[src/rtl/stx_pkg.sv]
`timescale 1ns/1ps
package stx_pkg;

    typedef enum logic [2:0] {
        ST_IDLE,
        ST_START,
        ST_DATA,
        ST_ADDR,
        ST_PARITY,
        ST_STOP1,
        ST_STOP2
    } stx_state_e;

endpackage

[src/rtl/stx_bit_timer.sv]
`timescale 1ns/1ps
module stx_bit_timer #(
    parameter int DIV_W = 16
) (
    input  logic             clk,
    input  logic             rst_n,
    input  logic [DIV_W-1:0] divisor,
    input  logic             restart,
    input  logic             run,
    output logic             tick
);
    localparam int PER_W = DIV_W + 4;

    logic [PER_W-1:0] per_q;
    logic [PER_W-1:0] per_d;
    logic [PER_W-1:0] cnt_q;

    // Bit length derived from the divisor; zero selects the fixed 16-clock bit
    always_comb begin
        if (divisor == '0)
            per_d = PER_W'(16);
        else
            per_d = (PER_W'(divisor) + PER_W'(1)) << 3;
    end

    always_ff @(posedge clk or negedge rst_n) begin
        if (!rst_n) begin
            per_q <= PER_W'(16);
            cnt_q <= '0;
        end else if (restart) begin
            per_q <= per_d;
            cnt_q <= '0;
        end else if (run) begin
            if (cnt_q == per_q - PER_W'(1))
                cnt_q <= '0;
            else
                cnt_q <= cnt_q + PER_W'(1);
        end else begin
            cnt_q <= '0;
        end
    end

    assign tick = run && (cnt_q == per_q - PER_W'(1));

    // the counter never runs past the latched bit length
    assert_count_in_range_R1: assert property (@(posedge clk) disable iff (!rst_n)
        run |-> (cnt_q < per_q))
        else $error("bit counter beyond period");

    // between bit boundaries the counter advances by exactly one
    assert_count_advances_R1: assert property (@(posedge clk) disable iff (!rst_n)
        (run && !tick && !restart) |=> (cnt_q == $past(cnt_q) + PER_W'(1)))
        else $error("bit counter skipped");

endmodule

[src/rtl/stx_hold_buf.sv]
`timescale 1ns/1ps
module stx_hold_buf #(
    parameter int DATA_W = 8
) (
    input  logic              clk,
    input  logic              rst_n,
    input  logic              wr_valid,
    input  logic [DATA_W-1:0] wr_data,
    input  logic              wr_addr,
    input  logic              take,
    output logic              full,
    output logic [DATA_W-1:0] data,
    output logic              addr
);
    logic              full_q;
    logic [DATA_W-1:0] data_q;
    logic              addr_q;

    always_ff @(posedge clk or negedge rst_n) begin
        if (!rst_n) begin
            full_q <= 1'b0;
            data_q <= '0;
            addr_q <= 1'b0;
        end else begin
            if (take)
                full_q <= 1'b0;
            else if (wr_valid && !full_q)
                full_q <= 1'b1;
            if (wr_valid && !full_q) begin
                data_q <= wr_data;
                addr_q <= wr_addr;
            end
        end
    end

    assign full = full_q;
    assign data = data_q;
    assign addr = addr_q;

    // a write into an occupied buffer leaves the queued character alone
    assert_full_write_ignored_R7: assert property (@(posedge clk) disable iff (!rst_n)
        (wr_valid && full_q) |=> ($stable(data_q) && $stable(addr_q)))
        else $error("queued character overwritten");

    // the shifter only takes a character that is actually queued
    assert_take_from_full_R6: assert property (@(posedge clk) disable iff (!rst_n)
        take |-> full_q)
        else $error("take from empty buffer");

endmodule

[src/rtl/stx_frame_fsm.sv]
`timescale 1ns/1ps
module stx_frame_fsm
    import stx_pkg::*;
#(
    parameter int DATA_W = 8,
    parameter int LEN_W  = 3
) (
    input  logic              clk,
    input  logic              rst_n,
    input  logic              tick,
    input  logic              tx_en,
    input  logic              buf_full,
    input  logic [DATA_W-1:0] buf_data,
    input  logic              buf_addr,
    input  logic [LEN_W-1:0]  len,
    input  logic              par_en,
    input  logic              par_odd,
    input  logic              two_stop,
    input  logic              addr_mode,
    output logic              take,
    output logic              txd,
    output logic              idle,
    output logic              run
);
    stx_state_e state_q, state_d;

    logic [DATA_W-1:0] sh_q;
    logic [LEN_W-1:0]  cnt_q;
    logic [LEN_W-1:0]  len_q;
    logic              pen_q;
    logic              two_q;
    logic              amode_q;
    logic              par_q;
    logic              adr_q;

    logic [DATA_W-1:0] mask;
    logic              par_d;
    logic              can_load;

    assign can_load = tx_en && buf_full;

    // Mask of the data bits that take part in this character
    always_comb begin
        for (int i = 0; i < DATA_W; i++)
            mask[i] = (i <= int'(len));
        par_d = (^(buf_data & mask)) ^ par_odd;
    end

    // State register
    always_ff @(posedge clk or negedge rst_n) begin
        if (!rst_n)
            state_q <= ST_IDLE;
        else
            state_q <= state_d;
    end

    // Next state and load strobe
    always_comb begin
        state_d = state_q;
        take    = 1'b0;
        unique case (state_q)
            ST_IDLE: begin
                if (can_load) begin
                    state_d = ST_START;
                    take    = 1'b1;
                end
            end
            ST_START: begin
                if (tick)
                    state_d = ST_DATA;
            end
            ST_DATA: begin
                if (tick && (cnt_q == len_q)) begin
                    if (amode_q)
                        state_d = ST_ADDR;
                    else if (pen_q)
                        state_d = ST_PARITY;
                    else
                        state_d = ST_STOP1;
                end
            end
            ST_ADDR: begin
                if (tick)
                    state_d = pen_q ? ST_PARITY : ST_STOP1;
            end
            ST_PARITY: begin
                if (tick)
                    state_d = ST_STOP1;
            end
            ST_STOP1: begin
                if (tick) begin
                    if (two_q) begin
                        state_d = ST_STOP2;
                    end else if (can_load) begin
                        state_d = ST_START;
                        take    = 1'b1;
                    end else begin
                        state_d = ST_IDLE;
                    end
                end
            end
            ST_STOP2: begin
                if (tick) begin
                    if (can_load) begin
                        state_d = ST_START;
                        take    = 1'b1;
                    end else begin
                        state_d = ST_IDLE;
                    end
                end
            end
            default: state_d = ST_IDLE;
        endcase
    end

    // Shift register and per-frame settings
    always_ff @(posedge clk or negedge rst_n) begin
        if (!rst_n) begin
            sh_q    <= '0;
            cnt_q   <= '0;
            len_q   <= '0;
            pen_q   <= 1'b0;
            two_q   <= 1'b0;
            amode_q <= 1'b0;
            par_q   <= 1'b0;
            adr_q   <= 1'b0;
        end else if (take) begin
            sh_q    <= buf_data;
            cnt_q   <= '0;
            len_q   <= len;
            pen_q   <= par_en;
            two_q   <= two_stop;
            amode_q <= addr_mode;
            par_q   <= par_d;
            adr_q   <= buf_addr;
        end else if ((state_q == ST_DATA) && tick) begin
            sh_q  <= sh_q >> 1;
            cnt_q <= cnt_q + LEN_W'(1);
        end
    end

    // Outputs decoded from the state
    always_comb begin
        idle = (state_q == ST_IDLE);
        run  = !idle;
        unique case (state_q)
            ST_IDLE:   txd = 1'b1;
            ST_START:  txd = 1'b0;
            ST_DATA:   txd = sh_q[0];
            ST_ADDR:   txd = adr_q;
            ST_PARITY: txd = par_q;
            ST_STOP1:  txd = 1'b1;
            ST_STOP2:  txd = 1'b1;
            default:   txd = 1'b1;
        endcase
    end

    // idle line rests high
    assert_idle_line_high_R2: assert property (@(posedge clk) disable iff (!rst_n)
        idle |-> txd)
        else $error("line low while idle");

    // start bit is low
    assert_start_bit_low_R2: assert property (@(posedge clk) disable iff (!rst_n)
        (state_q == ST_START) |-> !txd)
        else $error("start bit not low");

    // line level holds between bit boundaries
    assert_bit_level_holds_R1: assert property (@(posedge clk) disable iff (!rst_n)
        (run && !tick) |=> $stable(txd))
        else $error("line changed inside a bit");

    // disabled transmitter never leaves idle
    assert_disabled_stays_idle_R9: assert property (@(posedge clk) disable iff (!rst_n)
        (idle && !tx_en) |=> idle)
        else $error("frame started while disabled");

    // a load only happens with an enabled transmitter and a queued character
    assert_load_needs_char_R6: assert property (@(posedge clk) disable iff (!rst_n)
        take |-> (tx_en && buf_full))
        else $error("load without character");

endmodule

[src/rtl/serial_tx_dbuf.sv]
`timescale 1ns/1ps
module serial_tx_dbuf #(
    parameter int DATA_W = 8,
    parameter int DIV_W  = 16
) (
    input  logic                         clk,
    input  logic                         rst_n,
    input  logic                         tx_en,
    input  logic                         irq_en,
    input  logic [DIV_W-1:0]             divisor,
    input  logic [$clog2(DATA_W)-1:0]    char_len,
    input  logic                         parity_en,
    input  logic                         parity_odd,
    input  logic                         two_stop,
    input  logic                         addr_mode,
    input  logic                         wr_valid,
    input  logic [DATA_W-1:0]            wr_data,
    input  logic                         wr_addr_flag,
    output logic                         txd,
    output logic                         buf_ready,
    output logic                         shift_empty,
    output logic                         irq
);
    localparam int LEN_W = $clog2(DATA_W);

    logic              take;
    logic              tick;
    logic              run;
    logic              idle;
    logic              buf_full;
    logic [DATA_W-1:0] buf_data;
    logic              buf_addr;

    stx_hold_buf #(.DATA_W(DATA_W)) u_buf (
        .clk      (clk),
        .rst_n    (rst_n),
        .wr_valid (wr_valid),
        .wr_data  (wr_data),
        .wr_addr  (wr_addr_flag),
        .take     (take),
        .full     (buf_full),
        .data     (buf_data),
        .addr     (buf_addr)
    );

    stx_bit_timer #(.DIV_W(DIV_W)) u_timer (
        .clk     (clk),
        .rst_n   (rst_n),
        .divisor (divisor),
        .restart (take),
        .run     (run),
        .tick    (tick)
    );

    stx_frame_fsm #(.DATA_W(DATA_W), .LEN_W(LEN_W)) u_fsm (
        .clk       (clk),
        .rst_n     (rst_n),
        .tick      (tick),
        .tx_en     (tx_en),
        .buf_full  (buf_full),
        .buf_data  (buf_data),
        .buf_addr  (buf_addr),
        .len       (char_len),
        .par_en    (parity_en),
        .par_odd   (parity_odd),
        .two_stop  (two_stop),
        .addr_mode (addr_mode),
        .take      (take),
        .txd       (txd),
        .idle      (idle),
        .run       (run)
    );

    assign buf_ready   = !buf_full;
    assign shift_empty = idle;
    assign irq         = irq_en && !buf_full;

    // an accepted write clears the interrupt on the next clock
    assert_irq_drops_on_write_R10: assert property (@(posedge clk) disable iff (!rst_n)
        (wr_valid && buf_ready) |=> !irq)
        else $error("interrupt stayed high after write");

    // accepted write makes the buffer busy on the next clock
    assert_ready_drops_on_write_R6: assert property (@(posedge clk) disable iff (!rst_n)
        (wr_valid && buf_ready) |=> !buf_ready)
        else $error("buffer still ready after write");

endmodule

[config.mk]
export PLATFORM = sky130hd
export DESIGN_NAME = serial_tx_dbuf
export DESIGN_NICKNAME = d
export VERILOG_FILES = /design/src/rtl/stx_pkg.sv /design/src/rtl/stx_bit_timer.sv /design/src/rtl/stx_hold_buf.sv /design/src/rtl/stx_frame_fsm.sv /design/src/rtl/serial_tx_dbuf.sv
export SDC_FILE = /design/constraint.sdc
export NUM_CORES = 1
export LEC_CHECK = 0
export ABC_AREA = 1
export CORE_UTILIZATION = 40
export CTS_CLUSTER_SIZE = 30
export DETAILED_ROUTE_END_ITERATION = 10
export PLACE_DENSITY = 0.59
export SYNTH_ARGS = -nofsm -noshare
export SYNTH_HDL_FRONTEND = slang
export SYNTH_SLANG_ARGS = --single-unit
[constraint.sdc]
create_clock -name clk -period 6.3 [get_ports clk]
set_input_delay 0.945 -clock clk [delete_from_list [all_inputs] [get_ports clk]]
set_output_delay 0.945 -clock clk [all_outputs]
set_load 0.02 [all_outputs]
* Word-level counts from Yosys, hierarchy flattened
Index checks and enable logic that the tools add are counted.
** Word-level totals
- Register bits after elaboration :: 72
- Input port bits :: 37
- Output and inout port bits :: 4
** Cells by class
- $add $sub $neg :: 4
- Magnitude comparators :: 7
- Equal/unequal tests :: 15
- Muxes and demuxes :: 28
- Bitwise gates (word level) :: 2
- Reductions and logical operators :: 14
** Operators by type and width (number)
- $mux 20 :: 4
- $mux 3 :: 11
- $pmux 3 s7 :: 1
- $add 20x1->20 const B :: 1
- $eq 20x20->1 :: 1
- $sub 20x1->20 const B :: 1
- $add 16x1->17 const B :: 1
- $logic_not 16->1 :: 1
- $mux 8 :: 2
- $ne 2x1->1 const B :: 7
- $le 3x3->1 const A :: 4
- $eq 3x3->1 const B :: 3
- $and 8x8->8 :: 1
- $mux 1 :: 8
- $reduce_xor 8->1 :: 1
- $reduce_and 7->1 :: 1
- $eq 3x2->1 const B :: 2
- $le 2x3->1 const A :: 2
- $logic_and 1x1->1 :: 6
- $pmux 1 s4 :: 1
- $reduce_bool 2->1 :: 2
- $add 3x1->3 const B :: 1
- $eq 3x1->1 const B :: 1
- $eq 3x3->1 :: 1
- 5 further kinds :: 6

* Longest topological paths before layout
- Word-level depth :: 6
- Gate-level depth with buffers :: 20
- Gate-level depth less buffers :: 18

* Hierarchy
A second synthesis with hierarchy kept.
** Unflattened totals
- Cell total of the unflattened synthesis :: 711
- Area, all modules :: 4782.1 µm²
** Modules (own cells, without submodules)
- stx_bit_timer :: times used 1, cells an instance 470, area an instance 2997.9 µm², sequential area each 927.1 µm²
- stx_frame_fsm :: times used 1, cells an instance 196, area an instance 1382.6 µm², sequential area each 550.5 µm²
- stx_hold_buf :: times used 1, cells an instance 42, area an instance 387.9 µm², sequential area each 250.2 µm²
- serial_tx_dbuf :: times used 1, cells an instance 3, area an instance 13.8 µm², sequential area each 0.0 µm²

* Worst setup path after synthesis
No wires, ideal clock.
- Path type :: input to register
- Start :: in divisor[1]
- End :: reg u_timer.per_q[16]
- Setup time :: 0.121 ns
- Arrival :: 2.317 ns
- Required time :: 6.179 ns
- Setup slack :: 3.863 ns
- Cell stages on the path :: 8
- Path buffers :: 0
- Cell sequence :: inv_1 > nor3_1 > nand3_1 > nor3_1 > nand3_1 > nor3b_1 > xor2_1 > o21ai_1
** On the way
- Cells in the longest elaborated chain, start to end :: 2
** RTL lines
- start, declared :: line serial_tx_dbuf.sv:10 : input logic [DIV_W-1:0] divisor,
- $add 16x1->17 / $logic_not 16->1 (equally long branches) :: line stx_bit_timer.sv:23, stx_bit_timer.sv:20
- $mux 20 * :: line stx_bit_timer.sv:20 : if (divisor == '0)
- end signal, assigned :: line stx_bit_timer.sv:31 : per_q <= per_d;
- end, declared :: line stx_bit_timer.sv:14 : logic [PER_W-1:0] per_q;
Mark *: on every way between the ends. The rest lies on a longest branch, timed or not.
A chain may end at the register's enable or synchronous reset.

* Worst setup path after layout
- Start :: reg u_timer.per_q[4]
- End :: reg u_buf.full_q (netlist: u_buf.full)
** On the way
- Cells in the longest elaborated chain, start to end :: 6
** RTL lines
- $sub 20x1->20 * :: line stx_bit_timer.sv:43 : assign tick = run && (cnt_q == per_q - PER_W'(1));
- $eq 20x20->1 * :: line stx_bit_timer.sv:43
- $logic_and 1x1->1 * :: line stx_bit_timer.sv:43
- $mux 1, on equally long branches :: line stx_frame_fsm.sv:103, stx_frame_fsm.sv:91
- $pmux 1 s3 * :: line stx_frame_fsm.sv:61 : unique case (state_q)
- $mux 1 / $reduce_bool 2->1 (equally long branches)
- end signal, assigned :: line stx_hold_buf.sv:21 : full_q <= 1'b0;
- end signal, assigned :: line stx_hold_buf.sv:26 : full_q <= 1'b0;
- end signal, assigned :: line stx_hold_buf.sv:28 : full_q <= 1'b1;
- end, declared :: line stx_hold_buf.sv:15 : logic full_q;
Marks and branches as above.

==> metrics.cfg <==
[status]
outcome = finished clean

[cts]
clock_sinks = 69
h-tree-depth = 3
numCtsBuffers = 9
cts-root-buf = clkbuf_8
cts_hold_buf = 0
cts.reportedPaths.clkPinSlew_ns = 0.07
ctsResizeCount = 0
clock_path_buffers = 2
cts_tree = done
clock_latency_ns = 0.35
post_cts_buffers = 0

[sta]
fin_skew_ns = 0.0109
period_share_pct = 52.0
setup_viol = 0
tightest_slew_ns = 1.09
fin_ws_ns = 3.02
final-max-slew-violation-count = 0
fmax_ghz = 0.305
finalCriticalPeriod_ns = 3.28
finalHoldViolations = 0
slew_headroom_pct = 26.9
rsz0062_at_grt = no
finalSetupTns_ns = 0

[critical_path]
worst-setup-path-type = flip-flop to flip-flop
crit_arrival_ns = 3.48
path_cells = inv_1 > ha_1 > nand2_2 > nand3_1 > nand2_1 > nand4_1 > nor2_1 > nand3_1 > nor2_2 > nand2_4 > nand2_4 > nand2_2 > inv_2 > o21ai_1
critPathLaunchType = flip-flop
end_kind = flip-flop
crit_path_max_incr_delay_ns = 0.68
critPathRequiredTime_ns = 6.50
cp_max_fo = 66
reg2regPathDepth = 14
critical-path-slowest-cell = nand2_2

[floorplan]
core_sq_mm = 0.0108
fp-row-count = 38
die_area_sq_mm = 0.0115
die_x_microns = 107
initial_core_util_pct = 41.0
dieHeight_microns = 107
io_pins = 41

[drt]
viasPerCell = 4.72
wl_per_cell_microns = 11.6
antenna_left = 0
drt-total-wl_microns = 9370
drt_iter0_drc = 204
route.detailed.drc = 0
via_count = 3798
first_pass_iters = 5

[synth]
ys_types = 35
synthFlopType = dfrtp_1
netlist_instances = 623
synth_nets = 665
syn_avg_cell_area_sq_um = 7.13
synth_top_area_share_pct = 38.3
ys_warn_count = 0
synth_edf_count = 0
ys_seq_elements = 69
syn_area_sq_mm = 0.00444
ys_seq_area_share_pct = 38.9
synthTopCellsByArea = dfrtp_1 38%, nand2_1 14%, xor2_1 7.3%
yosysTopAreaCell = dfrtp_1
postSynth.asyncResetShare_pct = 100

[min_path]
hold_depth = 1
hold_path_class = flip-flop to flip-flop

[pwr]
clockPowerShare_pct = 15.5
p_sw_share_pct = 44.5
p_int_mw = 1.08
seqPwrFrac_pct = 37.6
p_comb_share_pct = 46.9
cellLeakagePower_nw = 2.47
pwr_density_cell_mw_per_mm2 = 383
power.switching_mw = 0.866
peakVddDrop_mv = 0.167

[placed_design]
gp_congestion = 0.860
place_area_sq_mm = 0.00491
post-place-cells = 789
pre_cts_ws_ns = 2.96
io_buffers = 40
dp_hpwl_microns = 7130

[global_routing]
grt_pass1_vias = 3610
grt_overflow = 0
grt_usage_pct = 17.9
grt_max_degree = 70
grt_pass1_wl_microns = 16400
antenna_found_initial = 0

[finish]
postLayoutCellArea_sq_mm = 0.00507
final_cell_mix = 167 x nand2_1, 75 x nor2_1, 72 x inv_1
fillers = 1111
layout_commonest_cell = nand2_1
drive_above_1_share_pct = 6.17
area_growth_pct = 14.2
final_nets = 702
fin_util_pct = 46.8
instances_no_fill = 805
n_antenna_cell = 0

[flow_run]
drv_cap = 0

-- routing by layer --
metal	up-vias	global-route usage [%]	routed length [microns]
li1	2040	-	-
met1	1690	24.8	4890
met2	52	28.2	4050
met3	16	2.91	279
met4	0	6.75	146
met5	-	0	0
-- critical path, delay by kind of cell, from the launching register on --
family                     cells  cell delay [ns]
and+or+nand+nor               10             1.89
adders and majority gates      1             0.23
DFF                            1             0.54
buffers and inverters          2             0.37
AOI/OAI and AO/OA              1             0.08
-- stage by stage --
stage / hold WS [ns] / power, mW
2_1_floorplan: 0.433 / 1.46
3_3_place_gp: 0.444 / 1.63
3_5_place_dp: 0.458 / 1.66
4_1_cts: 0.471 / 1.97
5_1_grt: 0.480 / 2.15
6_report: 0.463 / 1.94
-- synthesized netlist by cell type (2+ instances only) --
cell	number
o21ai_0	9
xnor2_1	10
clkinv_1	2
nor3b_1	2
o21ai_1	28
nand3b_1	5
clkbuf_1	4
nand4_1	10
inv_1	72
nand2_4	2
a21oi_1	14
nand2_2	2
nand2_1	167
nor2_2	4
nor3_1	17
buf_6	6
nand3_1	53
nor2_4	3
inv_2	8
buf_2	4
or2_2	3
ha_1	5
dfrtp_1	68
nor4_1	4
nor2_1	75
xor2_1	37
-- final cells by class --
class	instances	area [sq um]	share of cell area, %
multi-input combinational	457	2300	45.3
tap	140	175	3.45
clock buffer	11	131	2.59
clock inverter	5	27.5	0.543
timing repair buffer	41	403	7.94
inverter	82	308	6.07
sequential	69	1730	34.1
-- power by group through the flow --
stage / registers, mW / logic, mW / clock network, mW
floorplan: 0.697 / 0.759 / 0
global route: 0.756 / 1.06 / 0.333
CTS: 0.731 / 0.921 / 0.315
finish: 0.731 / 0.912 / 0.301
detailed placement: 0.739 / 0.918 / 0
global placement: 0.735 / 0.898 / 0
-- worst paths after layout --
check,startpoint,endpoint,slack (ns)
worst min-delay path,u_timer.cnt_q[0],u_timer.cnt_q[0],0.46
worst max register to register,u_timer.per_q[4],u_buf.full,3.02
max in group asynchronous,rst_n,u_timer.per_q[11],4.95
worst min register to register,u_timer.cnt_q[0],u_timer.cnt_q[0],0.46
min in group asynchronous,rst_n,u_fsm.par_q,0.80
worst max-delay path,u_timer.per_q[4],u_buf.full,3.02
-- kinds of logic after synthesis --
logic type | share of synthesized area [%]
AOI/OAI and AO/OA | 6.39
adders and majority gates | 1.41
xor gates and xnor gates | 9.27
DFF | 38.9
and+or+nand+nor | 34.7
buffers and inverters | 9.35
-- state kept, by name (all words and copies together) (netlist names), 3 cells and up --
register,count
u_timer.cnt_q,20
u_fsm.len_q,3
u_fsm.sh_q,8
u_fsm.cnt_q,3
u_timer.per_q,17
u_buf.data,8
u_fsm.state_q,3
Note: power is estimated with default switching activity, not from simulation.
